`config.mk`:
```
export PLATFORM = sky130hd
export DESIGN_NAME = rst_seq_ctrl
export DESIGN_NICKNAME = d
export VERILOG_FILES = /design/src/rtl/rst_seq_pkg.sv /design/src/rtl/rst_src_qual.sv /design/src/rtl/rst_stab_cnt.sv /design/src/rtl/rst_seq_fsm.sv /design/src/rtl/rst_seq_ctrl.sv
export SDC_FILE = /design/constraint.sdc
export NUM_CORES = 1
export LEC_CHECK = 0
export BUFFER_PORTS_ARGS = -buffer_cell sky130_fd_sc_hd__buf_4
export CORE_AREA = 2 2 74 104
export CTS_CLUSTER_SIZE = 40
export DETAILED_ROUTE_END_ITERATION = 10
export DIE_AREA = 0 0 76 106
export GPL_ROUTABILITY_DRIVEN = 0
export PLACE_DENSITY = 0.56
export SYNTH_ARGS = -nofsm -noshare
export SYNTH_HDL_FRONTEND = slang
export SYNTH_SLANG_ARGS = --single-unit
```
`constraint.sdc`:
```
create_clock -name clk -period 4.7 [get_ports clk]
set_input_delay 0.94 -clock clk [delete_from_list [all_inputs] [get_ports clk]]
set_output_delay 0.94 -clock clk [all_outputs]
set_load 0.01 [all_outputs]
```
`src/rtl/rst_seq_pkg.sv`:
```
package rst_seq_pkg;

  typedef enum logic [1:0] {
    ST_RUN  = 2'd0,
    ST_BUS  = 2'd1,
    ST_SREF = 2'd2,
    ST_HOLD = 2'd3
  } seq_st_t;

  localparam logic [1:0] PM_NORMAL = 2'd0;
  localparam logic [1:0] PM_IDLE   = 2'd1;
  localparam logic [1:0] PM_DEEP   = 2'd2;
  localparam logic [1:0] PM_STOP   = 2'd3;

  localparam logic [1:0] CAUSE_NONE = 2'b00;
  localparam logic [1:0] CAUSE_WDT  = 2'b01;
  localparam logic [1:0] CAUSE_SW   = 2'b10;

endpackage

```
`src/rtl/rst_src_qual.sv`:
```
module rst_src_qual
  import rst_seq_pkg::*;
(
  input  logic       wdt_expire,
  input  logic       wdt_rst_en,
  input  logic       wdt_tmr_en,
  input  logic       swrst_wr,
  input  logic       swrst_wdata,
  input  logic [1:0] pmode,
  output logic       wdt_fire,
  output logic       sw_fire
);

  logic wdt_mode_ok;
  logic sw_mode_ok;

  // watchdog runs on a live clock in run, idle and deep idle
  always_comb begin
    unique case (pmode)
      PM_NORMAL, PM_IDLE, PM_DEEP: wdt_mode_ok = 1'b1;
      default:                     wdt_mode_ok = 1'b0;
    endcase
  end

  assign sw_mode_ok = (pmode == PM_NORMAL);
  assign wdt_fire   = wdt_expire & wdt_rst_en & wdt_tmr_en & wdt_mode_ok;
  assign sw_fire    = swrst_wr & swrst_wdata & sw_mode_ok;

endmodule

```
`src/rtl/rst_stab_cnt.sv`:
```
module rst_stab_cnt #(
  parameter int CNT_W = 16
) (
  input  logic             clk,
  input  logic             rst,
  input  logic             load,
  input  logic             dec,
  input  logic [CNT_W-1:0] reload,
  output logic             done
);

  localparam logic [CNT_W-1:0] ZERO = '0;
  localparam logic [CNT_W-1:0] ONE  = {{(CNT_W-1){1'b0}}, 1'b1};

  logic [CNT_W-1:0] cnt_q;

  always_ff @(posedge clk) begin
    if (rst) begin
      cnt_q <= ZERO;
    end else if (load) begin
      cnt_q <= reload;
    end else if (dec && cnt_q != ZERO) begin
      cnt_q <= cnt_q - ONE;
    end
  end

  assign done = (cnt_q == ZERO);

endmodule

```
`src/rtl/rst_seq_fsm.sv`:
```
module rst_seq_fsm
  import rst_seq_pkg::*;
(
  input  logic clk,
  input  logic rst,
  input  logic wdt_fire,
  input  logic sw_fire,
  input  logic bus_ack,
  input  logic sref_ack,
  input  logic cnt_done,
  output logic cnt_load,
  output logic cnt_dec,
  output logic enter_wdt,
  output logic enter_sw,
  output logic bus_req,
  output logic sref_req,
  output logic rst_act,
  output logic rst_out_n
);

  seq_st_t st_q;
  seq_st_t st_d;

  always_comb begin
    st_d      = st_q;
    enter_wdt = 1'b0;
    enter_sw  = 1'b0;
    unique case (st_q)
      ST_RUN: begin
        if (wdt_fire) begin
          st_d      = ST_HOLD;
          enter_wdt = 1'b1;
        end else if (sw_fire) begin
          st_d = ST_BUS;
        end
      end
      ST_BUS: begin
        if (wdt_fire) begin
          st_d      = ST_HOLD;
          enter_wdt = 1'b1;
        end else if (bus_ack) begin
          st_d = ST_SREF;
        end
      end
      ST_SREF: begin
        if (wdt_fire) begin
          st_d      = ST_HOLD;
          enter_wdt = 1'b1;
        end else if (sref_ack) begin
          st_d     = ST_HOLD;
          enter_sw = 1'b1;
        end
      end
      ST_HOLD: begin
        if (cnt_done) begin
          st_d = ST_RUN;
        end
      end
      default: st_d = ST_RUN;
    endcase
  end

  assign cnt_load = enter_wdt | enter_sw;
  assign cnt_dec  = (st_q == ST_HOLD);

  // outputs registered from the next state so they align with st_q
  always_ff @(posedge clk) begin
    if (rst) begin
      st_q      <= ST_RUN;
      bus_req   <= 1'b0;
      sref_req  <= 1'b0;
      rst_act   <= 1'b0;
      rst_out_n <= 1'b1;
    end else begin
      st_q      <= st_d;
      bus_req   <= (st_d == ST_BUS);
      sref_req  <= (st_d == ST_SREF);
      rst_act   <= (st_d == ST_HOLD);
      rst_out_n <= (st_d != ST_HOLD);
    end
  end

endmodule

```
`src/rtl/rst_seq_ctrl.sv`:
```
module rst_seq_ctrl
  import rst_seq_pkg::*;
#(
  parameter int              NUM_RST     = 4,
  parameter int              CNT_W       = 16,
  parameter logic [CNT_W-1:0] RELOAD_INIT = 16'd8
) (
  input  logic               clk,
  input  logic               rst,
  input  logic               wdt_expire,
  input  logic               wdt_rst_en,
  input  logic               wdt_tmr_en,
  input  logic               swrst_wr,
  input  logic               swrst_wdata,
  input  logic               stab_wr,
  input  logic [CNT_W-1:0]   stab_wdata,
  input  logic [1:0]         pmode,
  input  logic               bus_ack,
  input  logic               sref_ack,
  output logic               bus_req,
  output logic               sref_req,
  output logic [NUM_RST-1:0] int_rst,
  output logic               rst_out_n,
  output logic [1:0]         cause,
  output logic [CNT_W-1:0]   reload
);

  logic wdt_fire;
  logic sw_fire;
  logic cnt_load;
  logic cnt_dec;
  logic cnt_done;
  logic enter_wdt;
  logic enter_sw;
  logic rst_act;

  rst_src_qual u_qual (
    .wdt_expire  (wdt_expire),
    .wdt_rst_en  (wdt_rst_en),
    .wdt_tmr_en  (wdt_tmr_en),
    .swrst_wr    (swrst_wr),
    .swrst_wdata (swrst_wdata),
    .pmode       (pmode),
    .wdt_fire    (wdt_fire),
    .sw_fire     (sw_fire)
  );

  rst_seq_fsm u_fsm (
    .clk       (clk),
    .rst       (rst),
    .wdt_fire  (wdt_fire),
    .sw_fire   (sw_fire),
    .bus_ack   (bus_ack),
    .sref_ack  (sref_ack),
    .cnt_done  (cnt_done),
    .cnt_load  (cnt_load),
    .cnt_dec   (cnt_dec),
    .enter_wdt (enter_wdt),
    .enter_sw  (enter_sw),
    .bus_req   (bus_req),
    .sref_req  (sref_req),
    .rst_act   (rst_act),
    .rst_out_n (rst_out_n)
  );

  rst_stab_cnt #(.CNT_W(CNT_W)) u_cnt (
    .clk    (clk),
    .rst    (rst),
    .load   (cnt_load),
    .dec    (cnt_dec),
    .reload (reload),
    .done   (cnt_done)
  );

  // stability reload register, untouched by the resets it produces
  always_ff @(posedge clk) begin
    if (rst) begin
      reload <= RELOAD_INIT;
    end else if (stab_wr) begin
      reload <= stab_wdata;
    end
  end

  // cause register, written as a reset asserts and kept through it
  always_ff @(posedge clk) begin
    if (rst) begin
      cause <= CAUSE_NONE;
    end else if (enter_wdt) begin
      cause <= CAUSE_WDT;
    end else if (enter_sw) begin
      cause <= CAUSE_SW;
    end
  end

  for (genvar g = 0; g < NUM_RST; g++) begin : g_dom
    assign int_rst[g] = rst_act;
  end

endmodule

```
==> results of run 1 <==
## power by group
group | internal (mW) | switching [mW]
clock network | 0.187 | 0.124
registers | 0.364 | 0.0341
logic | 0.102 | 0.123
total | 0.653 | 0.281
## metal layers
| layer | share of wire (%) | global-route usage, % | up-vias |
|---|---|---|---|
| li1 | - | - | 952 |
| met1 | 43 | 15.4 | 888 |
| met2 | 50 | 23.3 | 60 |
| met3 | 5.1 | 3.57 | 8 |
| met4 | 1.9 | 5.97 | 0 |
| met5 | 0 | 0 | - |
## cell type report
type,count,area [um^2]
Fill cell,759,4590
Multi-Input combinational cell,164,1110
Sequential cell,40,801
Timing Repair Buffer,52,390
Tap cell,97,121
Clock buffer,7,96.3
Inverter,10,37.5
Clock inverter,1,30.0
## final timing paths
path / from / to / slack (ns) / depth (start not counted)
hold reg to reg: cause[1]$_SDFFE_PP0P_ / cause[1]$_SDFFE_PP0P_ / 0.48 / 2
hold / removal: cause[1]$_SDFFE_PP0P_ / cause[1]$_SDFFE_PP0P_ / 0.48 / 2
setup reg to reg: u_fsm.st_q[0]$_SDFF_PP0_ / u_cnt.cnt_q[2]$_SDFFE_PP0P_ / 2.62 / 4
setup / recovery: wdt_tmr_en / u_cnt.cnt_q[2]$_SDFFE_PP0P_ / 2.40 / 5
## cell usage after synthesis, types with 2 or more instances
library cell and number:
a21oi_1 9, o31ai_1 2, or3_1 7, dfxtp_1 40, nor2_1 24, clkbuf_1 3, mux2i_1 16, nor3_1 4
o311ai_0 3, nand4_1 8, nand2_1 14, a311oi_1 3, and3_1 2, clkbuf_8 3, a32oi_1 2, o21ai_0 11
buf_4 4, clkbuf_2 2, nor4_2 2, buf_2 3, a31oi_1 7, nor4_1 4, and2_1 2, or4_1 2
o211ai_1 2, inv_1 10, nand3_1 6, a211oi_1 6
## layout by cell type (no fill, tap or decap), drive strengths merged, types with 3 or more instances in the layout
cell	instances
mux2i	16
nand2	15
and2	3
o21ai	11
buf	52
inv	10
dfxtp	40
and3	3
nand4	8
clkbuf	7
or3	7
a21oi	10
a31oi	7
a311oi	3
nor3	4
nand3	6
o311ai	3
nor2	24
a211oi	6
nor4	7
or4	3
## sequential cells by signal, indices dropped and copies added (netlist names)
| name | flops |
|---|---|
| u_fsm.bus_req | 1 |
| reload | 16 |
| u_fsm.sref_req | 1 |
| cause | 2 |
| u_fsm.st_q | 2 |
| u_fsm.rst_out_n | 1 |
| u_fsm.rst_act | 1 |
| u_cnt.cnt_q | 16 |
## worst max-delay path, stage by stage
cell and delay, ns:
buf_4 0.11, and3_2 0.23, a21oi_2 0.57, o21ai_0 0.32, o221a_2 0.31
## kinds of logic (layout without fill, tap and decap cells)
group,count (synthesis),after routing,share of synthesized area (%)
flip-flops,40,40,38.7
AND/OR/NAND/NOR,89,89,25.4
buffers and inverters,26,70,7.56
multiplexers,16,16,7.74
AO/OA/AOI/OAI,57,57,19.6
XOR/XNOR,1,1,0.423
adder cells (fa/ha/maj),1,1,0.604
## metrics by stage
| step | util [%] | hold WS, ns | instance area (um^2) | power (mW) | cells |
|---|---|---|---|---|---|
| finish | 36.1 | 0.479 | 2590 | 0.934 | 371 |
| global route | 36.1 | 0.508 | 2590 | 0.979 | 371 |
| CTS | 36.1 | 0.484 | 2590 | 0.941 | 371 |
| detailed placement | 34.3 | 0.474 | 2460 | 0.630 | 363 |
| global placement | 34.3 | 0.468 | 2460 | 0.631 | 363 |
| floorplan | - | 0.487 | 2070 | 0.561 | 230 |
==> impl_metrics.yaml, run 1 <==
pwr:
  peakVddDrop_uv: 160
  total_leakage_power_nw: 1.08
  p_per_area_nw_per_um2: 361
clock_network:
  clkTransAtPathRegs_ns: 0.08
  clkLatencyLatePin_ns: 0.30
  clk_root_buffer_cell: "clkbuf_8"
  cts_setup_buffers: 0
  cts_hold_buf: 0
  postCtsResizedCells: 0
  cts_tree: "yes"
  htreeDepth: 2
  cts_buffer_depth: 2
  tritoncts_num_sinks: 40
  numCtsBuffers: 5
detailed_routing:
  totalWireLength_mm: 5.29
  final_antenna_net_count: 0
  drc: 0
  vias: 1908
  vias_per_cell: 5.14
  dr.first_iter.drc_count: 107
  dr.pass1.iters: 4
  wire_per_inst_um: 14.3
yosys:
  syn_avg_cell_area_um2: 9.00
  yosysSeqAreaShare_pct: 38.7
  syn_nets: 259
  ys.warnings.count: 0
  synth_top_cell_area_share_pct: 38.7
  ys.flop_type: "dfxtp_1"
  synth-async-reset-ratio_pct: 0
  synth_cells: 230
  ys_types: 57
  synth_top_cells_by_area: "dfxtp_1 39%, mux2i_1 7.7%, nor2_1 4.4%"
  yosys.area.top_type: "dfxtp_1"
  synth_edf_count: 0
  syn_area_um2: 2070
  synth_seq_cells: 40
sta:
  timing.final.crit_share_pct: 48.9
  timing.fmax_mhz: 435
  skew_ns: 0.00549
  rsz0062_at_grt: "false"
  fin_crit_ns: 2.30
  worst_slew_pin_slew_ns: 0.692
  slew_headroom_pct: 53.9
  report.final.slew_viol_count: 0
  setup_viol: 0
  hold_violations: 0
  finalSetupTns_ns: 0
  worst_slack_ns: 2.40
critical_path:
  cp-end-kind: "flop"
  critPathArrivalTime_ns: 2.50
  cp_max_fo: 16
  required_ns: 4.90
  worstSetupStartpointType: "input pin"
  critical_path_class: "in2reg"
floorplanning:
  die-area_um2: 8060
  io_pins: 53
  core_um2: 7180
  placementRows: 37
  die_h_um: 106
  chipWidth_um: 76
  initial_core_util_pct: 28.8
placed_design:
  place_ws_ns: 2.10
  io_buffer_count: 52
  place_hpwl_mm: 3.83
global_routing:
  grt_pass1_wl_mm: 8.65
  grt_pass1_vias: 1764
  grt-ovfl-total: 0
  antenna_found_initial: 0
  grt_max_degree: 33
  grtUsageTotal_pct: 13.4
run_status:
  status: "finished clean"
final_layout:
  drive_gt1_share_pct: 27.4
  area_growth_pct: 25.1
  nNetsFinal: 302
  antennaDiodeCount: 0
job:
  maxCapViolCount: 0
min_path:
  hold_class: "reg2reg"
Note: power is estimated with default switching activity, not from simulation.
==> inputs of run 2 (changes only) <==
--- a/config.mk
+++ b/config.mk
@@ -11,7 +11,7 @@
 export DETAILED_ROUTE_END_ITERATION = 10
 export DIE_AREA = 0 0 76 106
 export GPL_ROUTABILITY_DRIVEN = 0
-export PLACE_DENSITY = 0.56
+export PLACE_DENSITY = 0.58
 export SYNTH_ARGS = -nofsm -noshare
 export SYNTH_HDL_FRONTEND = slang
 export SYNTH_SLANG_ARGS = --single-unit
==> constraint.sdc (replaced) <==
create_clock -name clk -period 2 [get_ports clk]
set_input_delay 0.4 -clock clk [delete_from_list [all_inputs] [get_ports clk]]
set_output_delay 0.4 -clock clk [all_outputs]
set_load 0.01 [all_outputs]
==> run 2 against run 1 <==
Effect of this change:
- clock skew shrank 0.0011 ns
- global-route usage grew 0.75 points
- final area grew 1.3%
- die area is the same
- setup slack lost 2.2 ns
==> impl_metrics.yaml, run 2 (synthesis results as in run 1) <==
final_layout:
  antennaDiodeCount: 0
  area_growth_pct: 26.7
  largestRegisters: "reload x16, u_cnt.cnt_q x16"
  fin_cells: 379
  fin_area_um2: 2620
  drive_gt1_share_pct: 28.7
  fill_cells: 752
  nNetsFinal: 310
  layout_commonest_cell: "buf_4"
  final_cell_mix: "60 x buf_4, 40 x dfxtp_1, 24 x nor2_1"
critical_path:
  critPathLaunch: "u_cnt.cnt_q[1]$_SDFFE_PP0P_"
  critPathSlowestCell: "or3b_4"
  cp-end-kind: "flop"
  cp_max_fo: 4
  cp_num_buf_inv: 1
  critical_path_class: "reg2reg"
  worstSetupStartpointType: "flop"
  slowest_delay_ns: 0.40
  reg2reg_from: "u_cnt.cnt_q[1]$_SDFFE_PP0P_"
  critPathArrivalTime_ns: 2.06
  cp_num_cells: 6
  reg2reg_depth: 6
  crit_path_cell_trace: "inv_1, ha_1, or3b_4, or4_1, a31oi_1, o311a_1"
  required_ns: 2.24
  critPathTopFamily: "simple AND/OR/NAND/NOR gates"
global_routing:
  grt_pass1_wl_mm: 9.38
  grtUsageTotal_pct: 14.2
  antenna_found_initial: 0
  grt-ovfl-total: 0
  grt_max_degree: 25
  grt_pass1_vias: 1916
detailed_routing:
  wl_met3_um: 308
  totalWireLength_mm: 5.47
  final_antenna_net_count: 0
  drc: 0
  wl_met2_mm: 2.77
  dr.pass1.iters: 4
  vias: 1984
  top_layer: "met4"
  vias_per_cell: 5.23
  dr.first_iter.drc_count: 56
  wirelength_met1_mm: 2.25
  wire_per_inst_um: 14.4
job:
  maxCapViolCount: 0
clock_network:
  clk_root_buffer_cell: "clkbuf_8"
  numCtsBuffers: 5
  htreeDepth: 2
  cts_buffer_depth: 2
  cts_tree: "yes"
  clkLatencyLatePin_ns: 0.29
  clkTransAtPathRegs_ns: 0.07
  tritoncts_num_sinks: 40
placed_design:
  place_hpwl_mm: 4.09
  dpl.cell_count: 370
  dpl_cell_area_um2: 2510
  io_buffer_count: 52
floorplanning:
  die-area_um2: 8060
  chipWidth_um: 76
  placementRows: 37
  die_h_um: 106
  io_pins: 53
  core_um2: 7180
  initial_core_util_pct: 28.8
sta:
  skew_ns: 0.00442
  report.final.slew_viol_count: 0
  slew_headroom_pct: 69.0
  timing.fmax_mhz: 550
  finalSetupTns_ns: 0
  fin_crit_ns: 1.82
  timing.final.crit_share_pct: 90.9
  rsz0062_at_grt: "false"
  setup_viol: 0
  hold_violations: 0
  whs_ns: 0.322
  worst_slew_pin_slew_ns: 0.461
pwr:
  peakVddDrop_uv: 267
  power.total_mw: 2.07
  p_per_area_nw_per_um2: 790
  total_leakage_power_nw: 1.10
min_path:
  hold_class: "in2reg"
  worstHoldPathCells: 3
  hp-start: "stab_wdata[3]"
run_status:
  status: "finished clean"
-- run 2: cell count changes in the layout (fill, tap and decap cells not counted) --
cell	before	now
nor4_2	2	1
bufinv_16	1	0
nor4_4	1	2
clkbuf_8	7	6
buf_4	52	60
clkbuf_1	0	2
-- run 2: layout make-up --
type	instances	area, um^2	share of cell area [%]
multi-input cells	164	1120	42.8
well taps	97	121	4.63
repair buffers	60	450	17.2
flip-flops and latches	40	801	30.5
clock buffers	8	90.1	3.44
inverters	10	37.5	1.43
-- run 2: repair_timing --
| action | in CTS | in global routing |
|---|---|---|
| buffers inserted | 0 | 1 |
| hold buffers | 0 | 0 |
| endpoints found under the setup margin | 0 | 11 |
| gates resized for setup | 0 | 1 |
-- run 2: path summary, 6_finish.rpt --
kind | slack [ns] | to
max | 0.18 | u_cnt.cnt_q[6]$_SDFFE_PP0P_
min reg2reg | 0.49 | cause[1]$_SDFFE_PP0P_
min | 0.32 | reload[3]$_SDFFE_PP1P_
max reg2reg | 0.18 | u_cnt.cnt_q[6]$_SDFFE_PP0P_
-- run 2: layer usage --
| metal | track usage [%] | vias to the layer above |
|---|---|---|
| met5 | 0 | - |
| met2 | 25.1 | 67 |
| met4 | 6.62 | 0 |
| li1 | - | 966 |
| met3 | 2.80 | 11 |
| met1 | 16.4 | 940 |
-- run 2: tightest hold or removal path: stages --
cell and delay [ns]:
buf_4 0.07, mux2i_1 0.05, nand2_1 0.06
-- run 2: per-stage QoR --
step           utilization, %  setup slack (ns)
6_report                 36.5             0.182
2_1_floorplan               -             0.294
4_1_cts                  36.3            0.0533
5_1_grt                  36.5            0.0292
3_5_place_dp             35.0            0.0447
3_3_place_gp             35.0             0.112
-- run 2: where the power goes --
part | leakage [nW] | switching, mW | total, mW | internal [mW]
registers | 0.328 | 0.0779 | 0.933 | 0.855
clock network | 0.0455 | 0.268 | 0.550 | 0.281
logic | 0.727 | 0.309 | 0.589 | 0.280
total | 1.10 | 0.655 | 2.07 | 1.42
==> inputs of run 3 (changes only) <==
--- a/config.mk
+++ b/config.mk
@@ -7,6 +7,7 @@
 export LEC_CHECK = 0
 export BUFFER_PORTS_ARGS = -buffer_cell sky130_fd_sc_hd__buf_4
 export CORE_AREA = 2 2 74 104
+export CTS_BUF_LIST = sky130_fd_sc_hd__clkbuf_8
 export CTS_CLUSTER_SIZE = 40
 export DETAILED_ROUTE_END_ITERATION = 10
 export DIE_AREA = 0 0 76 106
==> run 3 against run 2 <==
Effect of this change:
- clock skew down 0.0013 ns
- total power down 0.40%
- first-iteration DRC count down 7.1%
- die area unchanged
- setup slack worse by 0.0043 ns
- clock-buffer cell count down 2
- sequential cell count unchanged
- sequential share of layout area unchanged
- highest routed layer unchanged
- final area unchanged
- via count down 0.45%
- clock power down 2%
- hold slack worse by 0.0011 ns
==> impl_metrics.yaml, run 3 (synthesis results as in run 1) <==
floorplanning:
  chipWidth_um: 76
  die_h_um: 106
  initial_core_util_pct: 28.8
  core_um2: 7180
  io_pins: 53
  placementRows: 37
  die-area_um2: 8060
detailed_routing:
  drc: 0
  final_antenna_net_count: 0
  wire_per_inst_um: 14.4
  dr.first_iter.drc_count: 52
  vias: 1975
  vias_per_cell: 5.21
  totalWireLength_mm: 5.46
  dr.pass1.iters: 4
final_layout:
  fin_area_um2: 2620
  area_growth_pct: 26.7
  fin_util_pct: 36.5
  layout_commonest_cell: "buf_4"
  final_cell_mix: "60 x buf_4, 40 x dfxtp_1, 24 x nor2_1"
  antennaDiodeCount: 0
  drive_gt1_share_pct: 28.7
  nNetsFinal: 310
  largestRegisters: "reload x16, u_cnt.cnt_q x16"
  regArea_um2: 801
  fin_cells: 379
  multi_input_area_um2: 1120
  fill_cells: 752
placed_design:
  place_ws_ns: 0.0447
  dpl.cell_count: 370
  place_hpwl_mm: 4.09
  io_buffer_count: 52
  dpl_cell_area_um2: 2510
pwr:
  p_per_area_nw_per_um2: 787
  power.total_mw: 2.06
  total_leakage_power_nw: 1.11
  peakVddDrop_uv: 270
global_routing:
  grt-ovfl-total: 0
  grt_pass1_wl_mm: 9.38
  antenna_found_initial: 0
  grtUsageTotal_pct: 14.2
  grt_max_degree: 25
  grt_pass1_vias: 1916
run_status:
  status: "finished clean"
clock_network:
  cts_hold_buf: 0
  cts_tree: "yes"
  numCtsBuffers: 5
  tritoncts_num_sinks: 40
  htreeDepth: 2
  clk_root_buffer_cell: "clkbuf_8"
  clkLatencyLatePin_ns: 0.29
  clkTransAtPathRegs_ns: 0.07
  cts_buffer_depth: 2
critical_path:
  cp_max_fo: 4
  critical_path_class: "reg2reg"
  cp-end-kind: "flop"
  required_ns: 2.24
  worstSetupStartpointType: "flop"
  critPathArrivalTime_ns: 2.06
job:
  maxCapViolCount: 0
sta:
  rsz0062_at_grt: "false"
  worst_slew_pin_slew_ns: 0.492
  setup_viol: 0
  worst_slack_ns: 0.177
  report.final.slew_viol_count: 0
  slew_headroom_pct: 66.9
  skew_ns: 0.00309
  whs_ns: 0.321
  timing.final.crit_share_pct: 91.1
  fin_crit_ns: 1.82
  hold_violations: 0
  finalSetupTns_ns: 0
  timing.fmax_mhz: 549
min_path:
  hold_class: "in2reg"
-- run 3: layout make-up --
class                   count  share of cell area [%]
well taps                  97                    4.63
clock inverters             2                   0.286
clock buffers               6                    3.15
repair buffers             60                    17.2
multi-input cells         164                    42.8
flip-flops and latches     40                    30.5
inverters                  10                    1.43
-- run 3: worst paths after layout --
check	from	endpoint	slack, ns	cells after the start
setup / recovery	u_cnt.cnt_q[1]$_SDFFE_PP0P_	u_cnt.cnt_q[6]$_SDFFE_PP0P_	0.18	6
hold / removal	stab_wdata[3]	reload[3]$_SDFFE_PP1P_	0.32	3
setup reg to reg	u_cnt.cnt_q[1]$_SDFFE_PP0P_	u_cnt.cnt_q[6]$_SDFFE_PP0P_	0.18	6
hold reg to reg	cause[1]$_SDFFE_PP0P_	cause[1]$_SDFFE_PP0P_	0.49	2
-- run 3: critical path, cell delays in order, from the launching register on --
cell     delay [ns]
dfxtp_1        0.34
inv_1          0.09
ha_1           0.20
or3b_4         0.40
or4_1          0.40
a31oi_1        0.18
o311a_1        0.17
-- run 3: per-layer routing --
metal  wire, um  track usage [%]  share of wire [%]
met3        352             2.80                6.4
met1       2220             16.4                 41
met5          0                0                  0
met2       2750             25.1                 50
met4        135             6.62                2.5
-- run 3: what timing repair did --
action	in CTS	in global routing
endpoints found under the setup margin	0	11
gates resized for setup	0	1
buffers inserted	0	1
endpoints found under the hold margin	0	0
-- run 3: power breakdown --
group | leakage [nW] | internal [mW] | total [mW] | switching (mW)
clock network | 0.0538 | 0.271 | 0.540 | 0.268
registers | 0.328 | 0.855 | 0.933 | 0.0775
logic | 0.727 | 0.280 | 0.591 | 0.311
